$ cat src/rtl/csr_bank_pkg.sv
package csr_bank_pkg;
  localparam int NSLOT  = 19;
  localparam int SLOT_W = $clog2(NSLOT);

  localparam logic [SLOT_W-1:0] SL_MSTATUS = 5'd0;
  localparam logic [SLOT_W-1:0] SL_MISA    = 5'd1;
  localparam logic [SLOT_W-1:0] SL_MEDELEG = 5'd2;
  localparam logic [SLOT_W-1:0] SL_MIDELEG = 5'd3;
  localparam logic [SLOT_W-1:0] SL_MIE     = 5'd4;
  localparam logic [SLOT_W-1:0] SL_MTVEC   = 5'd5;
  localparam logic [SLOT_W-1:0] SL_MSCR    = 5'd6;
  localparam logic [SLOT_W-1:0] SL_MEPC    = 5'd7;
  localparam logic [SLOT_W-1:0] SL_MCAUSE  = 5'd8;
  localparam logic [SLOT_W-1:0] SL_MTVAL   = 5'd9;
  localparam logic [SLOT_W-1:0] SL_MIP     = 5'd10;
  localparam logic [SLOT_W-1:0] SL_SEDELEG = 5'd11;
  localparam logic [SLOT_W-1:0] SL_SIDELEG = 5'd12;
  localparam logic [SLOT_W-1:0] SL_STVEC   = 5'd13;
  localparam logic [SLOT_W-1:0] SL_SSCR    = 5'd14;
  localparam logic [SLOT_W-1:0] SL_SEPC    = 5'd15;
  localparam logic [SLOT_W-1:0] SL_SCAUSE  = 5'd16;
  localparam logic [SLOT_W-1:0] SL_STVAL   = 5'd17;
  localparam logic [SLOT_W-1:0] SL_SATP    = 5'd18;

  localparam logic [31:0] MSK_FULL    = 32'hFFFF_FFFF;
  localparam logic [31:0] MSK_S_STAT  = 32'h000D_E162;
  localparam logic [31:0] MSK_S_INT   = 32'h0000_0222;
  localparam logic [31:0] MSK_DELEG   = 32'h0000_0666;
  localparam logic [31:0] ISA_RST_VAL = 32'h4014_1101;
  localparam logic [31:0] CAUSE_ILL   = 32'd2;

  typedef enum logic [1:0] {
    OPC_PUT  = 2'b00,
    OPC_OR   = 2'b01,
    OPC_ANDN = 2'b10,
    OPC_PUTX = 2'b11
  } csr_opc_e;

  typedef enum logic [1:0] {
    KD_NONE  = 2'd0,
    KD_SLOT  = 2'd1,
    KD_CYCLE = 2'd2,
    KD_ZERO  = 2'd3
  } map_kind_e;

  typedef struct packed {
    map_kind_e         kind;
    logic [SLOT_W-1:0] slot;
    logic [31:0]       rmask;
    logic [31:0]       wmask;
  } map_t;
endpackage

$ cat src/rtl/csr_addr_map.sv
module csr_addr_map
  import csr_bank_pkg::*;
(
  input  logic [11:0] addr_i,
  output map_t        map_o
);
  always_comb begin
    map_o = '{kind: KD_SLOT, slot: SL_MSTATUS, rmask: MSK_FULL, wmask: MSK_FULL};
    unique case (addr_i)
      12'h300: map_o.slot = SL_MSTATUS;
      12'h100: begin
        map_o.slot  = SL_MSTATUS;
        map_o.rmask = MSK_S_STAT;
        map_o.wmask = MSK_S_STAT;
      end
      12'h301: map_o.slot = SL_MISA;
      12'h302: map_o.slot = SL_MEDELEG;
      12'h303: begin
        map_o.slot  = SL_MIDELEG;
        map_o.wmask = MSK_DELEG;
      end
      12'h304: map_o.slot = SL_MIE;
      12'h104: begin
        map_o.slot  = SL_MIE;
        map_o.rmask = MSK_S_INT;
        map_o.wmask = MSK_S_INT;
      end
      12'h305: map_o.slot = SL_MTVEC;
      12'h340: map_o.slot = SL_MSCR;
      12'h341: map_o.slot = SL_MEPC;
      12'h342: map_o.slot = SL_MCAUSE;
      12'h343: map_o.slot = SL_MTVAL;
      12'h344: map_o.slot = SL_MIP;
      12'h144: begin
        map_o.slot  = SL_MIP;
        map_o.rmask = MSK_S_INT;
        map_o.wmask = MSK_S_INT;
      end
      12'h102: map_o.slot = SL_SEDELEG;
      12'h103: map_o.slot = SL_SIDELEG;
      12'h105: map_o.slot = SL_STVEC;
      12'h140: map_o.slot = SL_SSCR;
      12'h141: map_o.slot = SL_SEPC;
      12'h142: map_o.slot = SL_SCAUSE;
      12'h143: map_o.slot = SL_STVAL;
      12'h180: map_o.slot = SL_SATP;
      12'hC00: map_o.kind = KD_CYCLE;
      12'hF14: map_o.kind = KD_ZERO;
      default: map_o.kind = KD_NONE;
    endcase
  end
endmodule

$ cat src/rtl/csr_priv_gate.sv
module csr_priv_gate #(
  parameter int XLEN = 32
) (
  input  logic [3:0]      acc_bits_i,
  input  logic            rd_i,
  input  logic            wr_i,
  input  logic [1:0]      op_i,
  input  logic [XLEN-1:0] operand_i,
  input  logic [1:0]      priv_i,
  output logic            illegal_o,
  output logic            commit_o
);
  logic need_le;
  logic ro_addr;
  logic zero_op;
  logic wr_eff;

  always_comb begin
    need_le   = acc_bits_i[1:0] <= priv_i;
    ro_addr   = &acc_bits_i[3:2];
    zero_op   = ((op_i == 2'b01) || (op_i == 2'b10)) && (operand_i == '0);
    wr_eff    = wr_i && !zero_op;
    illegal_o = (rd_i || wr_i) && (!need_le || (wr_eff && ro_addr));
    commit_o  = wr_eff && !illegal_o;
  end
endmodule

$ cat src/rtl/csr_cycle_ctr.sv
module csr_cycle_ctr #(
  parameter int CW = 32
) (
  input  logic          clk,
  input  logic          rst_n,
  output logic [CW-1:0] cnt_o
);
  logic [CW-1:0] cnt_q;
  logic [CW-1:0] cnt_d;
  logic          cnt_en;

  always_comb begin
    cnt_en = 1'b1;
    cnt_d  = cnt_q + CW'(1);
  end

  always_ff @(posedge clk or negedge rst_n) begin
    if (!rst_n)      cnt_q <= '0;
    else if (cnt_en) cnt_q <= cnt_d;
  end

  assign cnt_o = cnt_q;
endmodule

$ cat src/rtl/csr_bank.sv
module csr_bank
  import csr_bank_pkg::*;
#(
  parameter int XLEN  = 32,
  parameter int CYC_W = 32
) (
  input  logic            clk,
  input  logic            rst_n,
  input  logic [11:0]     csr_addr,
  input  logic            csr_rd,
  input  logic            csr_wr,
  input  logic [1:0]      csr_op,
  input  logic [XLEN-1:0] csr_wdata,
  input  logic [1:0]      cur_priv,
  output logic [XLEN-1:0] csr_rdata,
  output logic            csr_illegal,
  output logic [XLEN-1:0] exc_cause
);
  // reset: asserted asynchronously, released on the clock
  logic rst_meta, rst_q;
  always_ff @(posedge clk or negedge rst_n) begin
    if (!rst_n) begin
      rst_meta <= 1'b0;
      rst_q    <= 1'b0;
    end else begin
      rst_meta <= 1'b1;
      rst_q    <= rst_meta;
    end
  end

  map_t             amap;
  logic             commit;
  logic [CYC_W-1:0] cyc;
  logic [XLEN-1:0]  cyc_ext;
  logic [XLEN-1:0]  slot_q [NSLOT];
  logic [XLEN-1:0]  raw, view, newv, merged, rmask_x, wmask_x;

  csr_addr_map u_map (.addr_i(csr_addr), .map_o(amap));

  csr_priv_gate #(.XLEN(XLEN)) u_gate (
    .acc_bits_i(csr_addr[11:8]),
    .rd_i      (csr_rd),
    .wr_i      (csr_wr),
    .op_i      (csr_op),
    .operand_i (csr_wdata),
    .priv_i    (cur_priv),
    .illegal_o (csr_illegal),
    .commit_o  (commit)
  );

  csr_cycle_ctr #(.CW(CYC_W)) u_cyc (.clk(clk), .rst_n(rst_q), .cnt_o(cyc));

  always_comb begin
    cyc_ext = '0;
    cyc_ext[CYC_W-1:0] = cyc;
    rmask_x = XLEN'(amap.rmask);
    wmask_x = XLEN'(amap.wmask);
    raw     = slot_q[amap.slot];
    unique case (amap.kind)
      KD_SLOT:  view = raw & rmask_x;
      KD_CYCLE: view = cyc_ext;
      default:  view = '0;
    endcase
    unique case (csr_op)
      OPC_OR:   newv = view | csr_wdata;
      OPC_ANDN: newv = view & ~csr_wdata;
      default:  newv = csr_wdata;
    endcase
    merged    = (raw & ~wmask_x) | (newv & wmask_x);
    csr_rdata = (csr_rd && !csr_illegal) ? view : '0;
    exc_cause = csr_illegal ? XLEN'(CAUSE_ILL) : '0;
  end

  for (genvar k = 0; k < NSLOT; k++) begin : g_slot
    localparam logic [XLEN-1:0] RST_V = (k == int'(SL_MISA)) ? XLEN'(ISA_RST_VAL) : '0;
    logic            en;
    logic [XLEN-1:0] d;

    always_comb begin
      en = commit && (amap.kind == KD_SLOT) && (amap.slot == SLOT_W'(k));
      d  = merged;
    end

    always_ff @(posedge clk or negedge rst_q) begin
      if (!rst_q)  slot_q[k] <= RST_V;
      else if (en) slot_q[k] <= d;
    end

    AST_TRAP_NO_UPDATE: assert property (@(posedge clk) disable iff (!rst_q)
      csr_illegal |=> $stable(slot_q[k]));
  end

  AST_PRIV_GATE: assert property (@(posedge clk) disable iff (!rst_q)
    ((csr_rd || csr_wr) && (csr_addr[9:8] > cur_priv)) |-> (csr_illegal && exc_cause == XLEN'(2)));

  AST_HART_ZERO: assert property (@(posedge clk) disable iff (!rst_q)
    (csr_rd && csr_addr == 12'hF14) |-> (csr_rdata == '0));

  AST_CYCLE_STEP: assert property (@(posedge clk) disable iff (!rst_q)
    (csr_rd && !csr_illegal && csr_addr == 12'hC00) ##1 (csr_rd && !csr_illegal && csr_addr == 12'hC00)
    |-> (csr_rdata == $past(csr_rdata) + XLEN'(1)));

  AST_DELEG_LEGAL: assert property (@(posedge clk) disable iff (!rst_q)
    (slot_q[SL_MIDELEG] & ~XLEN'(MSK_DELEG)) == '0);

  AST_SSTAT_KEEP: assert property (@(posedge clk) disable iff (!rst_q)
    (commit && csr_addr == 12'h100) |=>
    ((slot_q[SL_MSTATUS] & ~XLEN'(MSK_S_STAT)) == ($past(slot_q[SL_MSTATUS]) & ~XLEN'(MSK_S_STAT))));
endmodule

$ cat config.mk
export PLATFORM = sky130hd
export DESIGN_NAME = csr_bank
export DESIGN_NICKNAME = d
export VERILOG_FILES = /design/src/rtl/csr_bank_pkg.sv /design/src/rtl/csr_addr_map.sv /design/src/rtl/csr_priv_gate.sv /design/src/rtl/csr_cycle_ctr.sv /design/src/rtl/csr_bank.sv
export SDC_FILE = /design/constraint.sdc
export NUM_CORES = 2
export LEC_CHECK = 0
export ABC_AREA = 1
export ABC_CLOCK_PERIOD_IN_PS = 18600
export BUFFER_PORTS_ARGS = -buffer_cell sky130_fd_sc_hd__buf_2
export CELL_PAD_IN_SITES_DETAIL_PLACEMENT = 2
export CELL_PAD_IN_SITES_GLOBAL_PLACEMENT = 2
export CORE_UTILIZATION = 32
export DETAILED_ROUTE_END_ITERATION = 7
export PLACE_DENSITY_LB_ADDON = 0.1
export SLEW_MARGIN = 10
export SYNTH_ARGS = -nofsm -noshare
export SYNTH_HDL_FRONTEND = slang
export SYNTH_SLANG_ARGS = --single-unit
$ cat constraint.sdc
create_clock -name clk -period 18.6 [get_ports clk]
set_clock_uncertainty 0.2 [all_clocks]
set_input_delay 2.79 -clock clk [delete_from_list [all_inputs] [get_ports clk]]
set_output_delay 2.79 -clock clk [all_outputs]
set_load 0.005 [all_outputs]
# Word-level counts from Yosys, hierarchy flattened
# Cells that the tools add are included.
# classes
addsub	1
multipliers	0
div_mod_pow	0
order_cmp	2
n_eq_ne	46
shifts	0
mux	11
n_bitwise	9
n_reduce_logical	39
# ops
operator	n
32-bit case mux with 2 select lines	3
32-bit binary-select mux with 5-bit select	1
12-bit by 10-bit == test with 1-bit output, second input constant	11
12-bit by 9-bit == test with 1-bit output, second input constant	11
32-bit AND	4
32-bit two-way mux	3
32-bit case mux with 3 select lines	1
5-bit case mux with 18 select lines	1
32-bit NOT	2
32-bit bitwise OR	2
5-bit by 4-bit == test with 1-bit output, second input constant	8
32-bit by 1-bit adder with 32-bit output, second input constant	1
32-bit zero test	1
1-bit logical AND	26
12-bit == test, second input constant	2
22-bit OR reduction	1
5-bit by 3-bit == test with 1-bit output, second input constant	4
5-bit == test, second input constant	3
5-bit by 2-bit == test with 1-bit output, second input constant	2
6-bit >= comparator, second input constant	1
5-bit NOT with 6-bit output	1
2-bit case mux with 3 select lines	1
2-bit OR reduction	3
5-bit by 1-bit == test with 1-bit output, second input constant	1
8 further kinds	14
# totals
reg_bits	642
latch_bits	0
ramBits	0
rom_bits	0
inputBits	52
out_inout_bits	65
wordCells	130
mem_count	0

# Longest topological paths before layout
# depth
depth_word	13
depth_mapped	28
depth_no_buf	24

# Hierarchy
# From an unflattened synthesis, not the netlist that was laid out.
# unflattened
cells_unflattened	5369
area_unflattened_um2	35356.4
# by_module_without_submodules
mod	n_inst	cells_each	area_per_inst_um2	seq_area_each_um2
csr_bank	1	4922	32371.0	15272.1
csr_cycle_ctr	1	221	1788.0	800.8
csr_addr_map	1	180	964.7	0.0
csr_priv_gate	1	46	232.7	0.0

# Least setup slack after synthesis
# Ideal clock, no wire load.
# synth_path
path_kind	input to output
start	input port csr_addr[4]
end	output port csr_rdata[10]
arrival_time_ps	5434
t_required_ps	15610
path_slack_ps	10176
stages	19
n_path_buf	6
cell_sequence	inv_2 nand2_2 nor2_1 buf_6 nand3_2 buf_4 buf_2 buf_1 inv_1 nor3_1 nand3_1 nor4_1 inv_1 ha_1 inv_2 buf_2 buf_1 nand2_1 nor2_1
# synth_between
elab_chain_cells	10
word_cells_on_any_way	40
cone_classes	26 x eq/ne; 8 x mux; 2 x bitwise; 4 x reduce/logical
# synth_lines
item	line	rtl
from (decl)	csr_bank.sv:9	input logic [11:0] csr_addr,
12-bit by 10-bit == test with 1-bit output or 12-bit by 9-bit == test with 1-bit output (tied branches)	csr_addr_map.sv:9	unique case (addr_i)
2-bit OR reduction (no source line)	-	
5-bit case mux with 18 select lines	csr_addr_map.sv:9	
5-bit NOT with 6-bit output (not written as such)	csr_bank.sv:58	raw = slot_q[amap.slot];
32-bit binary-select mux with 5-bit select	csr_bank.sv:58	
32-bit two-way mux (not written as such) (2 in a row)	csr_bank.sv:58	
32-bit AND	csr_bank.sv:60	KD_SLOT: view = raw & rmask_x;
32-bit case mux with 2 select lines *	csr_bank.sv:59	unique case (amap.kind)
32-bit two-way mux *	csr_bank.sv:70	csr_rdata = (csr_rd && !csr_illegal) ? view : '0;
to (decl)	csr_bank.sv:15	output logic [XLEN-1:0] csr_rdata,
# Every way passes the cells marked *; elsewhere a longest branch is shown, timed or not. The select of a mux whose other input is x is not followed.

# Final worst setup path
# layout_path
start	input port csr_addr[10]
end	output port csr_rdata[26]
# layout_between
elab_chain_cells	10
word_cells_on_any_way	46
cone_classes	26 x eq/ne; 8 x mux; 2 x bitwise; 10 x reduce/logical
# layout_lines
item	line
12-bit by 10-bit == test with 1-bit output or 12-bit by 9-bit == test with 1-bit output (tied branches)	csr_addr_map.sv:9
2-bit OR reduction (no source line)	-
5-bit case mux with 18 select lines	csr_addr_map.sv:9
5-bit NOT with 6-bit output (not written as such)	csr_bank.sv:58
32-bit binary-select mux with 5-bit select	csr_bank.sv:58
32-bit two-way mux (not written as such) (2 in a row)	csr_bank.sv:58
32-bit AND	csr_bank.sv:60
32-bit case mux with 2 select lines	csr_bank.sv:59
32-bit two-way mux *	csr_bank.sv:70
# Marked as above.

==> results list <==
- The flow ran to the end, and the final reports show no timing, DRC or antenna violations.
* Max-slew violation total from the final report: 0
* Remaining global-route overflow: 0
* Global-route wire length before repair: 238000 um
- After routing, the total negative slack on setup checks comes to 0 ns.
- Buffers placed on the I/O ports in this run total 85.
- Largest area contributor in the netlist: sky130_fd_sc_hd__dfrtp_1
* Synthesized area: 0.0355 sq mm
- Data on the critical path arrives at its endpoint at 7.64 ns.
- After detailed routing, the number of vias per cell comes to 5.05.
* Crit Path Max Fanout: 62
* Number of search-and-repair iterations in the first detailed-routing pass: 5
- TritonCTS built the clock tree.
- In this run the standard cell core region covers 0.109 sq mm.
* Part of the cycle the worst path needs: 57.1%
- For this run, the share of the core covered by cells in the final layout is 36.1%.
- Buffers added to address setup during post-CTS repair amount to 0.
- Ranked by total cell area, the synthesized netlist is headed by sky130_fd_sc_hd__dfrtp_1 (45%), sky130_fd_sc_hd__nand2_1 (32%), sky130_fd_sc_hd__inv_1 (5.3%).
- The critical path is of the input pin to primary output type.
- In this run the static leakage power is 21.1 nW.
- The number of global-route vias before repair was 37500.
- Antenna violations before repair: 1
- Entering global routing, the biggest net connects 161 pins.
- Flops & latches, synth: 642
- Setup violations remaining at the end of the flow were counted as 0.
- Horiz. Die Dim: 335 um
* GPL Wtd Cong: 0.804
* Number of synthesized flops with an enable pin: 0
- The detail route stage leaves a number of antenna-violating nets equal to 0.
- Iteration-0 DRC Markers: 1762
- After clock tree synthesis, the clock-pin slew on the worst setup and hold paths is 0.06 ns.
- Final routed wire length divided by cell count: 23.1 um
* CP Launch Type: input pin
* Final worst-path setup slack: 7.97 ns
* # fillers: 13200
* Insertion delay of the later-clocked pin in the worst-skew pair: 0.67 ns
* Clock root buffer: sky130_fd_sc_hd__clkbuf_16
* Row count: 121
- After detailed placement, the design holds a cell count of 6616.
- Worst Tran Pin Value: 1.20 ns
* Longest Clk Path Bufs: 3
- Compared with the post-synthesis result, the final layout area differs by 11.1%.
- Power density of the placed cells: 80.6 mW/mm^2
- By instance count, the leading cell after synthesis is sky130_fd_sc_hd__nand2_1.
- Slowest stage cell, crit path: sky130_fd_sc_hd__buf_4
- Remaining routing DRC violations: 0
* CP cell instances: buf_2, inv_2, nand2_2, nor2_1, nand3_1, nand2_2, nor2_4, buf_4, buf_4, buf_4, nand4_1, nand2_1, nand2_1, nand2_1, nand2_1, nand3_1, o21ai_1, nand2_1, nand2_1, nand2_1, nor2_1, buf_2
- Fin crit period: 10.63 ns
- Detailed placement ended at an HPWL of 94800 um.
- CTS sink count: 642
- Achievable clock frequency: 94.1 MHz
- Io pins: 117
- Mapped Cells: 5317
- The average instance in the mapped netlist occupies 6.67 sq um.
* Fraction of synthesized cell area taken by the top area cell type: 44.9%
* Cell variety after synth: 36
- The initial utilization of the core area, before any placement, comes to 32.4%.
* Number of warnings issued by yosys: 0
- The post-route netlist has 7.28% of its cells at a drive strength greater than 1.
- By count the netlist is led by sky130_fd_sc_hd__nand2_1 (3025), sky130_fd_sc_hd__dfrtp_1 (636), sky130_fd_sc_hd__inv_1 (502).
- The die covers 0.112 sq mm.
- Global-route usage over all layers: 28.2%
* TritonCTS buffer count: 82
* Max transition margin: 19.9%
- The path class of the tightest hold or removal check is flip-flop to flip-flop.
- Counting stages on the worst path, the most repeated cell is sky130_fd_sc_hd__nand2_1.
- Post-placement setup slack: 8.02 ns
* Overall Power: 3.18 mW
- Routed via count: 34200
* Maximum vdd ir drop: 0.0627 mV
- Wires add up to 156000 um.
- For the worst setup path, the data required time is 15.61 ns.
- Max-cap violations in this run came to 0.
- For this run, the post-layout net count is 5283.
- Number of hold buffers added after CTS: 0
* Final number of hold-violating endpoints: 0
- The largest single stage delay on the critical path is 0.73 ns.
- Counting flops with an async set or reset pin after synthesis yields a share of 100%.
- Unrepaired setup endpoints after global routing: false
* Sort of element at the end of the critical path: primary output
- The H-tree was split into 3 levels.
- The share of the Yosys chip area taken by registers is 45.3%.
- In this run the vertical extent of the chip is 335 um.
- Post-cts repair resize count: 0
* Commonest register cell after synthesis: sky130_fd_sc_hd__dfrtp_1
* Number of standard cells in the layout, taps in and fillers out: 6763
## worst max-delay path, delay by kind of cell
kind / cells / cell delay (ns)
AOI/OAI and AO/OA: 1 / 0.18
buffers and inverters: 6 / 2.36
and+or+nand+nor: 15 / 2.18
## per-stage QoR
| step | hold slack (ns) | cell area, sq um |
|---|---|---|
| floorplan | 0.131 | 35600 |
| global placement | 0.132 | 36800 |
| detailed placement | 0.142 | 36800 |
| CTS | 0.155 | 39400 |
| global route | 0.167 | 39400 |
| finish | 0.152 | 39400 |
## logic make-up (layout without fill, tap and decap cells)
logic type	after synthesis	count (layout)	share of synthesized area (%)
buf+inv	889	828	10.8
xor+xnor	26	26	0.642
flops	642	642	45.3
compound gates	184	184	2.78
simple gates	3567	3567	40.2
fa+ha+maj	7	7	0.247
other cells	2	33	0.0212
## layout make-up
| cell class | count | area (sq um) | share of cell area, % |
|---|---|---|---|
| clock inverters | 17 | 153 | 0.387 |
| multi-input cells | 3816 | 15800 | 40.2 |
| clock buffers | 129 | 2480 | 6.29 |
| well taps | 1476 | 1850 | 4.69 |
| repair buffers | 167 | 1080 | 2.74 |
| inverters | 515 | 1940 | 4.91 |
| diodes | 1 | 2.50 | 0.00635 |
| flip-flops and latches | 642 | 16100 | 40.8 |
## state kept, by name (all words and copies together), names as in the netlist
name         cells
u_cyc.cnt_o     32
rst_q            1
rst_meta         1
slot_q         608
## report_power, final
group / internal [mW] / switching, mW
Sequential: 1.40 / 0.00445
Combinational: 0.0292 / 0.140
Clock: 0.927 / 0.674
## path summary, 6_finish.rpt
check	endpoint	slack [ns]	start	cells past startpoint
min in group asynchronous	slot_q[569]	0.21	rst_q	0
setup / recovery	csr_rdata[26]	7.97	csr_addr[10]	22
setup reg to reg	slot_q[99]	14.14	rst_q	4
max in group asynchronous	slot_q[99]	14.14	rst_q	4
hold reg to reg	rst_q	0.15	rst_meta	0
hold / removal	rst_q	0.15	rst_meta	0
## placed cells by master (no fill, tap or decap), types with 38 or more instances in the layout
master / Yosys / final
sky130_fd_sc_hd__buf_2: 94 / 85
sky130_fd_sc_hd__buf_4: 65 / 79
sky130_fd_sc_hd__clkbuf_16: 0 / 83
sky130_fd_sc_hd__dfrtp_1: 636 / 635
sky130_fd_sc_hd__inv_1: 502 / 498
sky130_fd_sc_hd__nand2_1: 3025 / 3023
sky130_fd_sc_hd__nand2_2: 36 / 38
sky130_fd_sc_hd__nand3_1: 143 / 143
sky130_fd_sc_hd__nand4_1: 189 / 189
sky130_fd_sc_hd__nor2_1: 142 / 124
sky130_fd_sc_hd__o21ai_0: 65 / 65
sky130_fd_sc_hd__o21ai_1: 59 / 59
## per-layer routing
metal / vias up / routed length (um) / track usage [%]
met3: 225 / 3670 / 2.64
met2: 447 / 74700 / 48.5
met4: 0 / 6120 / 10.5
met5: - / 0 / 0
met1: 17700 / 71600 / 36.7
li1: 15800 / - / -
Power figures use the tool's default switching activity.
